### src/rtl/standby_pkg.sv
package standby_pkg;
  typedef enum logic [2:0] {
    ST_RUN,
    ST_HALT_I,
    ST_HALT_B,
    ST_HALT2,
    ST_SLEEP,
    ST_WARM
  } pwr_state_e;

  localparam logic [1:0] MODE_RUN   = 2'b00;
  localparam logic [1:0] MODE_HALT  = 2'b01;
  localparam logic [1:0] MODE_HALT2 = 2'b10;
  localparam logic [1:0] MODE_SLEEP = 2'b11;
endpackage

### src/rtl/stab_timer.sv
module stab_timer #(
  parameter int CW = 8
) (
  input  logic          clk_i,
  input  logic          rst_ni,
  input  logic          load_i,
  input  logic [CW-1:0] load_val_i,
  input  logic          tick_i,
  output logic          expire_o
);
  logic [CW-1:0] cnt_q;

  always_ff @(posedge clk_i or negedge rst_ni) begin
    if (!rst_ni)                      cnt_q <= '0;
    else if (load_i)                  cnt_q <= load_val_i;
    else if (tick_i && cnt_q != '0)   cnt_q <= cnt_q - CW'(1);
  end

  // last tick of the window
  assign expire_o = tick_i && (cnt_q <= CW'(1));
endmodule

### src/rtl/port_wake.sv
module port_wake #(
  parameter int NP = 2
) (
  input  logic          clk_i,
  input  logic          rst_ni,
  input  logic [NP-1:0] port_i,
  input  logic [NP-1:0] port_en_i,
  input  logic [NP-1:0] edge_sel_i,
  input  logic          standby_i,
  output logic          wake_o,
  output logic [NP-1:0] trig_o
);
  logic [NP-1:0] prev_q, trig_c;

  for (genvar g = 0; g < NP; g++) begin : g_port
    // standby forces level sensing
    assign trig_c[g] = port_en_i[g] && port_i[g] &&
                       (standby_i || !edge_sel_i[g] || !prev_q[g]);
  end

  always_ff @(posedge clk_i or negedge rst_ni) begin
    if (!rst_ni) begin
      prev_q <= '0;
      trig_o <= '0;
    end else begin
      prev_q <= port_i;
      trig_o <= trig_c;
    end
  end

  assign wake_o = standby_i && (|trig_c);
endmodule

### src/rtl/standby_fsm.sv
module standby_fsm
  import standby_pkg::*;
#(
  parameter int CW = 8
) (
  input  logic          clk_i,
  input  logic          rst_ni,
  input  logic          halt_req_i,
  input  logic          sleep_req_i,
  input  logic          halt2_sel_i,
  input  logic          busreq_i,
  input  logic          busrel_en_i,
  input  logic          wake_i,
  input  logic          ls_tick_i,
  input  logic [CW-1:0] stab_cnt_i,
  output pwr_state_e    state_o
);
  pwr_state_e state_q, state_d;
  logic       load, expire;

  assign load = (state_q == ST_SLEEP) && wake_i && (stab_cnt_i != '0);

  stab_timer #(.CW(CW)) i_stab_timer (
    .clk_i     (clk_i),
    .rst_ni    (rst_ni),
    .load_i    (load),
    .load_val_i(stab_cnt_i),
    .tick_i    (ls_tick_i),
    .expire_o  (expire)
  );

  always_comb begin
    state_d = state_q;
    unique case (state_q)
      ST_RUN: begin
        if (sleep_req_i)                 state_d = ST_SLEEP;
        else if (halt_req_i)             state_d = halt2_sel_i ? ST_HALT2 : ST_HALT_I;
        else if (busreq_i && busrel_en_i) state_d = ST_HALT_B;
      end
      ST_HALT_I, ST_HALT2: if (wake_i) state_d = ST_RUN;
      ST_HALT_B:           if (!busreq_i) state_d = ST_RUN;
      ST_SLEEP:            if (wake_i) state_d = (stab_cnt_i == '0) ? ST_RUN : ST_WARM;
      ST_WARM:             if (expire) state_d = ST_RUN;
      default:             state_d = ST_RUN;
    endcase
  end

  always_ff @(posedge clk_i or negedge rst_ni) begin
    if (!rst_ni) state_q <= ST_RUN;
    else         state_q <= state_d;
  end

  assign state_o = state_q;
endmodule

### src/rtl/standby_ctrl.sv
module standby_ctrl
  import standby_pkg::*;
#(
  parameter int N_IRQ  = 4,
  parameter int N_PORT = 2,
  parameter int STAB_W = 8
) (
  input  logic              clk_i,
  input  logic              rst_ni,
  input  logic              halt_req_i,
  input  logic              sleep_req_i,
  input  logic              cfg_we_i,
  input  logic              cfg_halt2_sel_i,
  input  logic              cfg_losc_on_i,
  input  logic              busreq_i,
  input  logic              busrel_en_i,
  input  logic [N_IRQ-1:0]  irq_i,
  input  logic [N_IRQ-1:0]  irq_en_i,
  input  logic [N_PORT-1:0] port_i,
  input  logic [N_PORT-1:0] port_en_i,
  input  logic [N_PORT-1:0] port_edge_i,
  input  logic              ls_tick_i,
  input  logic [STAB_W-1:0] stab_cnt_i,
  output logic [1:0]        mode_o,
  output logic              cpu_clk_en_o,
  output logic              bus_clk_en_o,
  output logic              dma_clk_en_o,
  output logic              fosc_en_o,
  output logic              psc_clk_en_o,
  output logic              losc_en_o,
  output logic              dram_ref_en_o,
  output logic [N_PORT-1:0] port_trig_o
);
  logic       halt2_sel_q, losc_on_q;
  logic       port_wake_s, wake;
  pwr_state_e state;

  always_ff @(posedge clk_i or negedge rst_ni) begin
    if (!rst_ni) begin
      halt2_sel_q <= 1'b0;
      losc_on_q   <= 1'b1;
    end else if (cfg_we_i) begin
      halt2_sel_q <= cfg_halt2_sel_i;
      losc_on_q   <= cfg_losc_on_i;
    end
  end

  port_wake #(.NP(N_PORT)) i_port_wake (
    .clk_i     (clk_i),
    .rst_ni    (rst_ni),
    .port_i    (port_i),
    .port_en_i (port_en_i),
    .edge_sel_i(port_edge_i),
    .standby_i (state != ST_RUN),
    .wake_o    (port_wake_s),
    .trig_o    (port_trig_o)
  );

  assign wake = (|(irq_i & irq_en_i)) || port_wake_s;

  standby_fsm #(.CW(STAB_W)) i_standby_fsm (
    .clk_i      (clk_i),
    .rst_ni     (rst_ni),
    .halt_req_i (halt_req_i),
    .sleep_req_i(sleep_req_i),
    .halt2_sel_i(halt2_sel_q),
    .busreq_i   (busreq_i),
    .busrel_en_i(busrel_en_i),
    .wake_i     (wake),
    .ls_tick_i  (ls_tick_i),
    .stab_cnt_i (stab_cnt_i),
    .state_o    (state)
  );

  always_comb begin
    {cpu_clk_en_o, bus_clk_en_o, dma_clk_en_o, fosc_en_o, psc_clk_en_o, dram_ref_en_o} = 6'b111111;
    mode_o = MODE_RUN;
    unique case (state)
      ST_HALT_I, ST_HALT_B: begin
        mode_o = MODE_HALT;
        {cpu_clk_en_o, dma_clk_en_o} = 2'b00;
      end
      ST_HALT2: begin
        mode_o = MODE_HALT2;
        {cpu_clk_en_o, bus_clk_en_o, dma_clk_en_o, dram_ref_en_o} = 4'b0000;
      end
      ST_SLEEP: begin
        mode_o = MODE_SLEEP;
        {cpu_clk_en_o, bus_clk_en_o, dma_clk_en_o, fosc_en_o, psc_clk_en_o, dram_ref_en_o} = 6'b000000;
      end
      ST_WARM: begin
        mode_o = MODE_SLEEP;
        {cpu_clk_en_o, bus_clk_en_o, dma_clk_en_o, psc_clk_en_o, dram_ref_en_o} = 5'b00000;
      end
      default: ;
    endcase
  end

  assign losc_en_o = losc_on_q;
endmodule

### config.mk
export PLATFORM = sky130hd
export DESIGN_NAME = standby_ctrl
export DESIGN_NICKNAME = d
export VERILOG_FILES = /design/src/rtl/standby_pkg.sv /design/src/rtl/stab_timer.sv /design/src/rtl/port_wake.sv /design/src/rtl/standby_fsm.sv /design/src/rtl/standby_ctrl.sv
export SDC_FILE = /design/constraint.sdc
export NUM_CORES = 1
export LEC_CHECK = 0
export BUFFER_PORTS_ARGS = -buffer_cell sky130_fd_sc_hd__buf_2
export CORE_UTILIZATION = 54
export CTS_BUF_LIST = sky130_fd_sc_hd__clkbuf_2 sky130_fd_sc_hd__clkbuf_4 sky130_fd_sc_hd__clkbuf_8
export DETAILED_ROUTE_END_ITERATION = 10
export PLACE_DENSITY = 0.87
export SKIP_CTS_REPAIR_TIMING = 1
export SYNTH_ARGS = -nofsm -noshare
export SYNTH_HDL_FRONTEND = slang
export SYNTH_SLANG_ARGS = --single-unit
### constraint.sdc
create_clock -name clk_i -period 3.1 [get_ports clk_i]
set_input_delay 0.775 -clock clk_i [delete_from_list [all_inputs] [get_ports clk_i]]
set_output_delay 0.775 -clock clk_i [all_outputs]
set_load 0.02 [all_outputs]
# Word-level counts from Yosys, hierarchy flattened
# Cells that the tools add are included.
[totals]
register_bits = 17
in_bits = 32
output_inout_bits = 11
wordCells = 69
[classes]
addsub = 1
order_cmp = 1
eq_ne = 10
n_mux = 17
bitwise_logic = 1
n_reduce_logical = 33
[ops]
columns = ["operator", "n"]
rows = [
  ["two-way mux 3 bit", 8],
  ["two-way mux 8 bit", 2],
  ["nonzero test 8 bit", 2],
  ["case mux 3 bit (5 select lines)", 1],
  ["logical AND 1 bit", 10],
  ["less-or-equal comparator 8 x 1 -> 1 bit (second input constant)", 1],
  ["zero test 8 bit", 1],
  ["OR reduction 2 bit", 4],
  ["subtractor 8 x 1 -> 8 bit (second input constant)", 1],
  ["equality test 3 x 2 -> 1 bit (second input constant)", 2],
  ["equality test 3 bit (second input constant)", 2],
  ["!= test 2 x 1 -> 1 bit (second input constant)", 3],
  ["case mux 2 bit (3 select lines)", 1],
  ["logical OR 1 bit", 5],
  ["AND reduction 5 bit", 1],
  ["OR reduction 5 bit", 1],
  ["bitwise AND 4 bit", 1],
  ["zero test 1 bit", 4],
  ["two-way mux 1 bit", 4],
  ["!= test 4 x 3 -> 1 bit (second input constant)", 1],
  ["OR reduction 4 bit", 1],
  ["equality test 3 x 1 -> 1 bit (second input constant)", 1],
  ["zero test 3 bit", 1],
  ["nonzero test 3 bit", 1],
  ["other kinds (4)", 4],
]

# Longest topological paths before layout
# Gate-level depths: netlist (run 1).
[depth]
word_depth = 10
ltp_mapped = 6

# By module
# A second synthesis (run 1) with hierarchy kept.
[unflattened]
cells_unflattened = 126
area_unflattened_um2 = 1183.6
[modules_own_cells]
columns = ["mod", "instances", "cells_each", "area_per_inst_um2", "seq_area_each_um2"]
rows = [
  ["stab_timer", 1, 68, 614.3, 200.2],
  ["standby_fsm", 1, 29, 261.5, 75.1],
  ["standby_ctrl", 1, 19, 172.7, 51.3],
  ["port_wake", 1, 10, 135.1, 100.1],
]

# Worst setup path after synthesis (run 1)
# Ideal clock, no wire load.
[synth_timing]
path_kind = "register -> output"
start = "register i_standby_fsm.state_q[1], in the netlist i_standby_fsm.state_o[1]"
end = "output port dram_ref_en_o"
t_arrival_ns = 1.349
setup_slack_ns = 0.976
path_stages_with_launch = 5
cell_sequence = "dfrtp_1 -> clkbuf_2 -> and2b_1 -> a21oi_1 -> buf_4"
[synth_via]
elab_chain_cells = 3
[synth_lines]
columns = ["item", "line", "text"]
rows = [
  ["start, declared", "standby_fsm.sv:18", "pwr_state_e state_q, state_d;"],
  ["start signal, assigned", "standby_fsm.sv:50", "else state_q <= state_d;"],
  ["equality test 3 x 2 -> 1 bit / equality test 3 bit (equally long branches)", "-", ""],
  ["OR reduction 3 bit (no line) (*)", "-", ""],
  ["two-way mux 1 bit (*)", "-", ""],
  ["end, declared", "standby_ctrl.sv:31", "output logic dram_ref_en_o,"],
]
# Mark *: on every way between the ends. The rest lies on a longest branch, timed or not.

# Worst setup path in the final report (run 1)
[layout_timing]
start = "register i_standby_fsm.state_q[2], in the netlist i_standby_fsm.state_o[2]"
end = "output port fosc_en_o"
[layout_via]
elab_chain_cells = 2
[layout_lines]
columns = ["item", "line", "text"]
rows = [
  ["equality test 3 bit", "standby_ctrl.sv:78", "unique case (state)"],
  ["two-way mux 1 bit", "standby_ctrl.sv:78", ""],
  ["end, declared", "standby_ctrl.sv:28", "output logic fosc_en_o,"],
]
# No other way between the ends.

==> results.toml, run 1 <==
[detailed_routing]
drt-initial-drc-count = 13
drt-met1-wl_um = 955
firstDrtPassIters = 4
post_drt_wl_per_cell_um = 13.38
top_layer = "met4"
routed-wl-met3_um = 123
routed-wl-met2_um = 1237
drc = 0
wl_um = 2328
viasPerCell = 5.603
vias = 975
postRouteAntennaNets = 0

[status]
outcome = "finished, final reports clean"

[sta]
final_hold_viol_count = 0
max-slew-margin-rel_pct = 69.59
fin_setup_tns_ps = 0
maxClockFrequency_mhz = 423.3
worstMarginPinSlew_ps = 450.0
setup_viol = 0
slew_viol_final = 0
period_share_pct = 76.20
whs_ps = 369.9
rsz0062_at_grt = "no"
post-route-min-period_ps = 2362
finalWorstSetupSlack_ps = 737.8
fin_skew_ps = 17.25

[synthesis]
syn_nets = 140
synth_edf_count = 0
ys_dominant_reg_cell = "dfrtp_1"
synthArstFlopShare_pct = 100.0
synth.avg_cell_area_um2 = 10.56
syn_area_mm2 = 0.001109
synth_seq_cells = 17
ys_seq_area_share_pct = 38.49
netlist_instances = 105
yosysUniqueCellTypes = 41
ys_warn_count = 0

[critical_path]
critPathMaxStageDelay_ps = 520
cp_num_buf_inv = 4
arrival_ps = 1590
crit_path_top_delay_cell = "dfrtp_1"
required_ps = 2320
path_cells = "inv_1 > nor2_1 > inv_1 > nor2_4 > inv_1 > buf_2"
rr_worst_depth = 6
cp_max_fo = 7
reg2reg_from = "i_standby_fsm.i_stab_timer.cnt_q[1]"
critPathLaunch = "i_standby_fsm.state_o[2]"
worst-path-stages = 6
worstReg2RegEnd = "i_standby_fsm.i_stab_timer.cnt_q[6]"
rrSetupSlack_ps = 1110
cp-start-kind = "flop"
cp_top_family = "flip-flops"
end_kind = "output port"
cp_common_cell = "inv_1"
critPathKind = "flop to output port"

[layout]
drive_above_1_share_pct = 43.54
final_cell_mix = "buf_2, dfrtp_1, mux2_2"
final_common_cell = "buf_2"
diodes = 0
final_nets = 183
syn_to_final_growth_pct = 22.01

[global_route]
grt_antenna_before_repair = 0
grt_pass1_vias = 894
overflow = 0
grt_max_degree = 18
track_usage_pct = 23.05
grt_pass1_wl_um = 3594

[placed_design]
preCtsSetupSlack_ps = 1023
dp_hpwl_um = 1833
placement.io_buffers = 42
place.gp.congestion = 0.7918

[floorplan]
fp-row-count = 16
dieArea_mm2 = 0.002238
initial_core_util_pct = 57.09
die_height_um = 47.31
die_x_um = 47.31
core_area_mm2 = 0.001942
ios = 43

[clock_network]
cts_root_buf = "clkbuf_4"
cts_sinks = 17
cts_tree = "done"
clk_latency_ps = 300
cts_max_path_buffers = 2
cts.htree.levels = 1
cts_buffers = 3
clk_pin_slew_ps = 110

[flow_run]
maxCapViolations = 0

[power]
powerDensity_mw_per_mm2 = 814.8
total_power_mw = 1.102
p_leak_nw = 0.6471
vdd_ir_drop_max_uv = 478.9

[hold_path]
hold_path.class = "input pin to async pin"
## worst max-delay path by stage
| stage | slack (ps) | end |
|---|---|---|
| floorplan | 980 | dram_ref_en_o |
| global placement | 1040 | i_standby_fsm.i_stab_timer.cnt_q[3] |
| detailed placement | 1020 | i_standby_fsm.i_stab_timer.cnt_q[5] |
| CTS | 760 | fosc_en_o |
| global route | 640 | fosc_en_o |
| finish | 740 | fosc_en_o |
## power breakdown
part / internal, mW / switching [mW]
registers: 0.297 / 0.125
logic: 0.263 / 0.297
clock network: 0.0480 / 0.0723
total: 0.608 / 0.494
## per-stage QoR
stage          util, %  instances  area (µm²)
6_report         69.65        174        1353
5_1_grt          69.65        174        1353
4_1_cts          69.65        174        1353
3_5_place_dp     68.23        170        1325
3_3_place_gp     68.23        170        1325
2_1_floorplan        -        105        1109
## synthesized netlist by cell type (2+ instances only)
cell	n	share of area, %
o21ai_0	2	0.90
nor2_1	6	2.0
nand2_1	6	2.0
mux2i_1	3	2.7
nor2b_1	2	1.1
buf_4	3	2.0
nand2b_1	2	1.1
mux2_2	10	10
inv_1	8	2.7
nor3_1	2	0.90
o211ai_1	3	2.0
a31oi_1	2	1.1
xnor2_1	3	2.4
dfrtp_1	16	36
nor4_1	3	1.7
a21oi_1	3	1.4
a22oi_1	4	2.7
nand4_1	2	1.1
ha_1	3	3.4
## flip-flops by register name, indices dropped and copies added (netlist names)
| name | flops |
|---|---|
| i_port_wake.prev_q | 2 |
| i_standby_fsm.i_stab_timer.cnt_q | 8 |
| halt2_sel_q | 1 |
| losc_en_o | 1 |
| i_port_wake.trig_o | 2 |
| i_standby_fsm.state_o | 3 |
## per-layer routing
layer,vias up,track usage [%]
met5,-,0
met3,2,3.846
li1,479,-
met4,0,8.571
met2,37,39.45
met1,457,28.99
## layout make-up
class                   instances  area (µm²)
fillers                       161       589.3
clock buffers                   3       22.52
well taps                      27       33.78
repair buffers                 42       210.2
clock inverters                 1       5.005
multi-input cells              76       624.3
flip-flops and latches         17       426.7
inverters                       8       30.03
## logic make-up (layout without fill, tap and decap cells)
kind of cell | count (synthesis) | after routing | share of synthesized area, %
fa+ha+maj | 3 | 3 | 3.386
compound gates | 25 | 25 | 18.74
simple gates | 31 | 31 | 17.61
buf+inv | 12 | 54 | 5.191
xor+xnor | 3 | 3 | 2.371
mux | 14 | 14 | 14.22
flops | 17 | 17 | 38.49
(Power assumes the default switching activity.)
==> inputs of run 2 (changes only) <==
- ABC_AREA: not set -> 1
- CORE_UTILIZATION: 54 -> 52
- PLACE_DENSITY: 0.87 -> 0.82
- clock period: 3.1 -> 2.3 ns (I/O delays scaled with it)
==> run 2 against run 1 <==
  * Largest cell class unchanged
  * Non-clock buffer count did not move
  * Highest routed layer unchanged
  * Largest power group unchanged
  * Total power up 78%
  * Sequential power grew 27%
  * Sequential share of layout area fell by 3.7 points
  * Synthesized cell count rose by 68%
==> results.toml, run 2 <==
[sta]
finalWorstSetupSlack_ps = 153.0
post-route-min-period_ps = 2147
max-slew-margin-rel_pct = 73.04
slew_viol_final = 0
fin_skew_ps = 1.652
period_share_pct = 93.35
fin_setup_tns_ps = 0
setup_viol = 0
final_hold_viol_count = 0
worstMarginPinSlew_ps = 404.5
rsz0062_at_grt = "no"
maxClockFrequency_mhz = 465.8

[layout]
final_common_cell = "nand2_1"
largest_reg_flops = 8
syn_to_final_growth_pct = 18.85
nFillCells = 199
drive_above_1_share_pct = 31.05
final_nets = 255
diodes = 0
final_cell_mix = "nand2_1, buf_2, nand3_1"
largest-register = "i_standby_fsm.i_stab_timer.cnt_q"

[critical_path]
cp_top_family = "flip-flops"
cp-start-kind = "flop"
critPathMaxStageDelay_ps = 460
critPathKind = "flop to output port"
cp_num_buf_inv = 2
path_cells = "inv_2 > nand2_1 > o21ai_0 > nor2_1 > buf_2"
rrSetupSlack_ps = 660
rr_worst_depth = 7
required_ps = 1730
end_kind = "output port"
worst-path-stages = 5
arrival_ps = 1570
cp_max_fo = 4
crit_path_top_delay_cell = "dfrtp_1"

[synthesis]
ys_seq_area_share_pct = 33.14
ys_warn_count = 0
synth_most_common_cell = "nand2_1"
yosysUniqueCellTypes = 25
syn_area_mm2 = 0.001287
yosys.area.top_type_share_pct = 31.10
synth_top_family_by_area = "simple AND/OR/NAND/NOR gates"
synth.avg_cell_area_um2 = 7.315
synthAdderAreaFrac_pct = 2.915
netlist_instances = 176
synthTopCellsByArea = "dfrtp_1, nand2_1, nand3_1"
ys_dominant_reg_cell = "dfrtp_1"
synth-simple-area-share_pct = 44.31
syn_nets = 211
synthMuxAreaShare_pct = 1.749
synth_common_cells = "nand2_1, nand3_1, nor2_1"
synthArstFlopShare_pct = 100.0
synth_xor_area_share_pct = 2.041
synth_compound_area_share_pct = 7.386
synth_edf_count = 0
synth_seq_cells = 17
yosysTopAreaCell = "dfrtp_1"

[power]
powerDensity_mw_per_mm2 = 1282
vdd_ir_drop_max_uv = 770.5
p_leak_nw = 0.8479
total_power_mw = 1.962

[detailed_routing]
routed-wl-met2_um = 1527
top_layer = "met4"
firstDrtPassIters = 4
drc = 0
routed-wl-met3_um = 154
postRouteAntennaNets = 0
viasPerCell = 5.190
vias = 1282
post_drt_wl_per_cell_um = 11.91
wl_um = 2943
drt-met1-wl_um = 1250
drt-initial-drc-count = 37

[clock_network]
clk_pin_slew_ps = 110
cts_tree = "done"
cts.htree.levels = 1
cts_max_path_buffers = 2
cts_root_buf = "clkbuf_4"
cts_sinks = 17
clk_latency_ps = 300
cts_buffers = 3

[global_route]
overflow = 0
grt_pass1_vias = 1290
grt_antenna_before_repair = 0
track_usage_pct = 25.90
grt_max_degree = 18
grt_pass1_wl_um = 5175

[placed_design]
placement.io_buffers = 42
place.gp.congestion = 0.8548
preCtsSetupSlack_ps = 524.4
dp_hpwl_um = 2388

[floorplan]
dieArea_mm2 = 0.002679
die_height_um = 51.76
die_x_um = 51.76
fp-row-count = 17
core_area_mm2 = 0.002276
ios = 43
initial_core_util_pct = 56.57

[status]
outcome = "finished, final reports clean"

[hold_path]
hold_path.class = "input pin to async pin"

[flow_run]
maxCapViolations = 0
## run 2: changes by cell type in the layout (fill, tap and decap cells not counted), moves of 4 or more
cell,change
nand2_4,+5
nor2_1,+14
mux2_2,-8
inv_1,+11
nand2_1,+47
a22oi_1,-4
nand3_1,+26
## run 2: final cells by class
type                    count  area [µm²]  share of cell area [%]
clock inverters             1       5.005                  0.3271
clock buffers               3       22.52                   1.472
inverters                  21       78.83                   5.151
well taps                  28       35.03                   2.289
repair buffers             42       210.2                   13.74
flip-flops and latches     17       426.7                   27.88
multi-input cells         135       752.0                   49.14
## run 2: worst paths after layout
check,startpoint,to
worst max-delay path,i_standby_fsm.state_o[2],cpu_clk_en_o
worst min-delay path,rst_ni,i_standby_fsm.i_stab_timer.cnt_q[0]
worst max register to register,i_standby_fsm.i_stab_timer.cnt_q[0],i_standby_fsm.state_o[0]
worst min register to register,i_port_wake.prev_q[1],i_port_wake.trig_o[1]
max in group asynchronous,rst_ni,losc_en_o
min in group clk_i,port_i[0],i_port_wake.prev_q[0]
## run 2: per-stage QoR
stage,utilization (%),cell area (µm²),hold slack [ps],instances
finish,67.23,1530,184.0,247
global route,67.23,1530,198.3,247
CTS,67.23,1530,184.1,247
detailed placement,66.03,1503,523.3,243
global placement,66.03,1503,504.5,243
floorplan,-,1287,279.4,176
## run 2: worst reg2reg max path, delay by kind of cell, from the launching register on
family | cells | cell delay [ps]
AOI/OAI and AO/OA | 2 | 410
buffers and inverters | 1 | 160
adders and majority gates | 1 | 280
DFF | 1 | 430
and+or+nand+nor | 3 | 280
## run 2: power by group
part | internal [mW] | switching [mW] | total (mW)
Sequential | 0.405 | 0.129 | 0.534
Clock | 0.0649 | 0.105 | 0.170
Combinational | 0.445 | 0.813 | 1.26
Total | 0.915 | 1.05 | 1.96
## run 2: per-layer routing
| metal | track usage (%) | vias to the layer above |
|---|---|---|
| li1 | - | 650 |
| met1 | 30.07 | 592 |
| met2 | 47.19 | 38 |
| met3 | 7.018 | 2 |
| met4 | 5.405 | 0 |
| met5 | 0 | - |
## run 2: kinds of logic (layout without fill, tap and decap cells)
kind of cell / Yosys count / after routing
AO/OA/AOI/OAI: 11 / 11
XOR/XNOR: 3 / 3
adder cells (fa/ha/maj): 3 / 3
buffers and inverters: 24 / 67
flip-flops: 17 / 17
multiplexers: 2 / 2
AND/OR/NAND/NOR: 116 / 116
